$ cat src/rtl/sli_pkg.sv
package sli_pkg;
  // Strobes from the sweep controller to the datapath
  typedef struct packed {
    logic upd;   // a pixel is being rewritten this cycle
    logic last;  // the pixel being rewritten is the final one
  } sweepStrb_t;
endpackage

$ cat src/rtl/sli_update.sv
module sli_update #(
  parameter int DATA_W  = 16,
  parameter int CNT_W   = 6,
  parameter int DECAY_W = 16,
  parameter int unsigned DECAY = 59891,
  parameter int SHIFT   = 7
) (
  input  logic [DATA_W-1:0] oldVal,
  input  logic [CNT_W-1:0]  cnt,
  output logic [DATA_W-1:0] newVal
);
  localparam int PROD_W = DATA_W + DECAY_W;
  localparam int SUM_W  = DATA_W + CNT_W + SHIFT + 1;
  localparam logic [SUM_W-1:0] MAXV = SUM_W'({DATA_W{1'b1}});

  logic [PROD_W-1:0] prod;
  logic [SUM_W-1:0]  decayed;
  logic [SUM_W-1:0]  gain;
  logic [SUM_W-1:0]  sum;

  assign prod    = PROD_W'(oldVal) * PROD_W'(DECAY);
  assign decayed = SUM_W'(prod >> DECAY_W);
  assign gain    = SUM_W'(cnt) << SHIFT;
  assign sum     = decayed + gain;
  assign newVal  = (sum > MAXV) ? {DATA_W{1'b1}} : sum[DATA_W-1:0];
endmodule

$ cat src/rtl/sli_ctrl.sv
module sli_ctrl
  import sli_pkg::*;
#(
  parameter int NPIX  = 64,
  parameter int IDX_W = 6
) (
  input  logic             clk,
  input  logic             rstN,
  input  logic             tick,
  output sweepStrb_t       strb,
  output logic [IDX_W-1:0] updIdx
);
  typedef enum logic {IDLE, SWEEP} state_t;
  localparam logic [IDX_W-1:0] LAST_IDX = IDX_W'(NPIX - 1);

  state_t state;

  always_ff @(posedge clk or negedge rstN) begin
    if (!rstN) begin
      state  <= IDLE;
      updIdx <= '0;
    end else begin
      unique case (state)
        IDLE: if (tick) begin
          state  <= SWEEP;
          updIdx <= '0;
        end
        SWEEP: if (updIdx == LAST_IDX) begin
          state  <= IDLE;
          updIdx <= '0;
        end else begin
          updIdx <= updIdx + 1'b1;
        end
        default: state <= IDLE;
      endcase
    end
  end

  always_comb begin
    strb.upd  = (state == SWEEP);
    strb.last = (state == SWEEP) && (updIdx == LAST_IDX);
  end
endmodule

$ cat src/rtl/sli_datapath.sv
module sli_datapath #(
  parameter int ROW_W   = 3,
  parameter int COL_W   = 3,
  parameter int DATA_W  = 16,
  parameter int CNT_W   = 6,
  parameter int DECAY_W = 16,
  parameter int unsigned DECAY = 59891,
  parameter int SHIFT   = 7
) (
  input  logic                   clk,
  input  logic                   rstN,
  input  logic                   evValid,
  input  logic [ROW_W-1:0]       evRow,
  input  logic [COL_W-1:0]       evCol,
  input  logic                   updEn,
  input  logic [ROW_W+COL_W-1:0] updIdx,
  input  logic [ROW_W+COL_W-1:0] rdAddr,
  output logic [DATA_W-1:0]      rdData
);
  localparam int IDX_W = ROW_W + COL_W;
  localparam int NPIX  = 1 << IDX_W;
  localparam logic [CNT_W-1:0] CNT_MAX = {CNT_W{1'b1}};

  logic [CNT_W-1:0]  cntMem [NPIX];
  logic [DATA_W-1:0] pixMem [NPIX];
  logic [IDX_W-1:0]  evIdx;
  logic [NPIX-1:0]   evHit;
  logic [NPIX-1:0]   updHit;
  logic [DATA_W-1:0] nextPix;

  assign evIdx = {evRow, evCol};

  // One-hot decode of the spike target and the pixel under update
  for (genvar g = 0; g < NPIX; g++) begin : gDecode
    assign evHit[g]  = evValid && (evIdx == IDX_W'(g));
    assign updHit[g] = updEn && (updIdx == IDX_W'(g));
  end

  sli_update #(
    .DATA_W(DATA_W), .CNT_W(CNT_W), .DECAY_W(DECAY_W),
    .DECAY(DECAY), .SHIFT(SHIFT)
  ) uUpd (
    .oldVal(pixMem[updIdx]),
    .cnt   (cntMem[updIdx]),
    .newVal(nextPix)
  );

  always_ff @(posedge clk or negedge rstN) begin
    if (!rstN) begin
      for (int i = 0; i < NPIX; i++) begin
        cntMem[i] <= '0;
        pixMem[i] <= '0;
      end
      rdData <= '0;
    end else begin
      for (int i = 0; i < NPIX; i++) begin
        if (updHit[i]) begin
          pixMem[i] <= nextPix;
          // a colliding spike opens the next interval
          cntMem[i] <= evHit[i] ? CNT_W'(1) : '0;
        end else if (evHit[i] && (cntMem[i] != CNT_MAX)) begin
          cntMem[i] <= cntMem[i] + 1'b1;
        end
      end
      rdData <= pixMem[rdAddr];
    end
  end
endmodule

$ cat src/rtl/spike_leak_integrator.sv
module spike_leak_integrator
  import sli_pkg::*;
#(
  parameter int ROW_W   = 3,
  parameter int COL_W   = 3,
  parameter int DATA_W  = 16,
  parameter int FRAC_W  = 12,
  parameter int CNT_W   = 6,
  parameter int GAIN_LOG2 = 5,
  parameter int DECAY_W = 16,
  parameter int unsigned DECAY = 59891
) (
  input  logic                   clk,
  input  logic                   rstN,
  input  logic                   evValid,
  input  logic [ROW_W-1:0]       evRow,
  input  logic [COL_W-1:0]       evCol,
  input  logic                   tick,
  input  logic [ROW_W+COL_W-1:0] rdAddr,
  output logic [DATA_W-1:0]      rdData
);
  localparam int IDX_W = ROW_W + COL_W;
  localparam int NPIX  = 1 << IDX_W;
  localparam int SHIFT = FRAC_W - GAIN_LOG2;

  sweepStrb_t       strb;
  logic [IDX_W-1:0] updIdx;

  sli_ctrl #(.NPIX(NPIX), .IDX_W(IDX_W)) uCtrl (
    .clk   (clk),
    .rstN  (rstN),
    .tick  (tick),
    .strb  (strb),
    .updIdx(updIdx)
  );

  sli_datapath #(
    .ROW_W(ROW_W), .COL_W(COL_W), .DATA_W(DATA_W), .CNT_W(CNT_W),
    .DECAY_W(DECAY_W), .DECAY(DECAY), .SHIFT(SHIFT)
  ) uDp (
    .clk    (clk),
    .rstN   (rstN),
    .evValid(evValid),
    .evRow  (evRow),
    .evCol  (evCol),
    .updEn  (strb.upd),
    .updIdx (updIdx),
    .rdAddr (rdAddr),
    .rdData (rdData)
  );
endmodule

$ cat config.mk
export PLATFORM = sky130hd
export DESIGN_NAME = spike_leak_integrator
export DESIGN_NICKNAME = d
export VERILOG_FILES = /design/src/rtl/sli_pkg.sv /design/src/rtl/sli_update.sv /design/src/rtl/sli_ctrl.sv /design/src/rtl/sli_datapath.sv /design/src/rtl/spike_leak_integrator.sv
export SDC_FILE = /design/constraint.sdc
export NUM_CORES = 2
export LEC_CHECK = 0
export ABC_AREA = 1
export BUFFER_PORTS_ARGS = -buffer_cell sky130_fd_sc_hd__buf_2
export CORE_MARGIN = 2
export CORE_UTILIZATION = 40
export CTS_CLUSTER_DIAMETER = 120
export CTS_CLUSTER_SIZE = 16
export DETAILED_ROUTE_END_ITERATION = 12
export PLACE_DENSITY = 0.58
export RECOVER_POWER = 100
export SETUP_SLACK_MARGIN = 0.15
export SYNTH_ARGS = -nofsm -noshare
export SYNTH_HDL_FRONTEND = slang
export SYNTH_HIERARCHICAL = 1
export SYNTH_SLANG_ARGS = --single-unit
$ cat constraint.sdc
create_clock -name clk -period 21.7 [get_ports clk]
set_input_delay 1.085 -clock clk [delete_from_list [all_inputs] [get_ports clk]]
set_output_delay 1.085 -clock clk [all_outputs]
set_load 0.01 [all_outputs]
==> impl_metrics.toml <==
[final_layout]
syn2layout_area_growth_pct = 4.63
drive_above_1_share_pct = 2.03
finish.instance_area_um2 = 92900
layout.nets = 13100

[global_route]
grt_max_degree = 172
grt_pass1_wl_um = 524000
grt.total_usage_pct = 30.3
grt_pass1_vias = 83900
overflow = 0
antenna_found_initial = 15

[synth]
synth_most_common_cell = "nand2_1"
async_flop_share_pct = 100
synth_top_area_cell = "dfrtp_1"
synth_area_leaders = "dfrtp_1 40%, nand2_1 26%, o21ai_0 7.7%, nand3_1 6.3%, nor2_1 3.0%"
synth_cell_types = 49
synth_cells = 13300
synth.cell_area_um2 = 88800
synth_edf_count = 0
syn_avg_cell_area_um2 = 6.66
synth_flop_cell = "dfrtp_1"
ys_seq_area_share_pct = 40.3
synth_top_area_share_pct = 40.3
synthTopCellsByCount = "6256 x nand2_1, 1431 x dfrtp_1, 1368 x o21ai_0"
yosysWarnings = 6
synth_nets = 13700
ys_seq_elements = 1431

[clock_tree]
numCtsBuffers = 99
clkSinkCount = 1431
clk_pin_slew_ns = 0.08
clkLatencyLatePin_ns = 0.80
cts_resized = 0
holdBufCountCts = 0
clockRootBuffer = "clkbuf_16"
htree_num_levels = 3
cts_setup_buffers = 0
cts_tree = "yes"
cts_buffer_depth = 3

[place]
port_buffers = 31
place.gp.congestion = 0.905
placed_cell_area_um2 = 90700
hpwl_um = 209000

[timing]
finClkSkew_ns = 0.0535
setup_tns_ns = 0
post-route-min-period_ns = 16.90
fmax_mhz = 59.2
slew_viol_final = 3521
min_period_over_period_pct = 77.9
tightest_slew_ns = 8.20
rsz0062_at_grt = "no"
hold_viol_final = 0
setup_viol = 0
slew-limit-headroom_pct = -446

[route]
vias = 88200
via_per_inst = 5.59
detail_route.iter0.violations = 10300
wl_per_cell_um = 22.0
drcViolationCount = 0
drt_first_pass_iters = 6
ant_nets = 0
finalWirelength_um = 347000

[floorplanning]
fp.dieH_um = 475
ios = 32
die_w_um = 475
die_area_um2 = 226000
num_rows = 172
initial_core_util_pct = 40.3
coreArea_um2 = 220000

[worst_setup_path]
worstPathMaxFanout = 92
cpPeakStageDelay_ns = 5.63
crit_buf_inv = 9
required_ns = 22.20
crit_family = "buffers and inverters"
r2r_slack_ns = 4.80
worstSetupPathType = "reg -> reg"
critPathArrivalTime_ns = 17.40
crit_path_end_kind = "flip-flop"
startpoint_type = "flip-flop"
crit_slowest_cell = "clkbuf_1"

[run_status]
violations = "max-capacitance violations, max-slew violations"
status = "finished with violations"

[job]
drv_cap = 78

[worst_hold_path]
hold_path_class = "reg -> reg"
kinds of logic (layout without fill, tap and decap cells):
group,after synthesis,in the layout,share of synthesized area [%]
adder cells (fa/ha/maj),303,303,5.11
flip-flops,1431,1431,40.3
buffers and inverters,1491,956,6.61
other,0,9,0
AND/OR/NAND/NOR,8311,8311,37.3
AO/OA/AOI/OAI,1769,1769,10.4
XOR/XNOR,27,27,0.266
metal layers:
layer / vias to the layer above / part of all wire [%] / global-route usage, %
met3: 778 / 9.4 / 5.56
met1: 42100 / 41 / 40.0
li1: 41200 / - / -
met4: 12 / 5.6 / 14.5
met2: 4181 / 44 / 48.0
met5: - / 0.022 / 0
through the flow:
step / hold slack [ns] / worst slack [ns] / utilization [%] / cells
2_1_floorplan: 0.464 / 13.61 / - / 13300
3_3_place_gp: 0.477 / 9.35 / 41.2 / 15600
3_5_place_dp: 0.483 / 9.46 / 41.2 / 15600
4_1_cts: 0.330 / 9.45 / 42.4 / 15800
5_1_grt: 0.524 / 4.37 / 42.2 / 15800
6_report: 0.495 / 4.80 / 42.2 / 15800
final cells by class:
cell class,instances,area (µm²)
diodes,9,22.5
clock buffers,103,2510
clock inverters,6,80.1
fillers,23000,127000
inverters,674,2570
multi-input cells,10400,47100
flip-flops and latches,1431,35800
well taps,2958,3700
repair buffers,173,1150
sequential cells by signal (all words and copies together) (netlist names):
signal / count
uDp/pixMem: 1024
uCtrl/updIdx: 6
uDp/rdData: 16
uDp/cntMem: 384
uCtrl/state: 1
layout by cell type (no fill, tap or decap), types with 16 or more instances in the layout:
cell type / n
buf_4: 77
clkbuf_16: 100
o211ai_1: 44
dfrtp_1: 1430
inv_2: 16
nand4_1: 88
clkbuf_1: 75
o21ai_1: 29
o21a_1: 62
nor3_1: 91
ha_1: 203
o21ai_0: 1410
fa_1: 100
nor2_1: 708
nand2_1: 6261
a21oi_1: 183
nand3_1: 1117
inv_1: 643
worst paths after layout:
kind | endpoint | depth (start not counted) | startpoint
max in group asynchronous | uDp/cntMem[143] | 5 | rstN
min in group asynchronous | uDp/pixMem[1006] | 1 | rstN
worst max-delay path | uDp/pixMem[1004] | 40 | uCtrl/updIdx[2]
worst max register to register | uDp/pixMem[1004] | 40 | uCtrl/updIdx[2]
worst min register to register | uDp/cntMem[93] | 1 | uDp/cntMem[93]
worst min-delay path | uDp/cntMem[93] | 1 | uDp/cntMem[93]
Power is left out: the tool's default activity adds up to more than one toggle a clock period on the data nets, which glitch-free logic cannot reach.
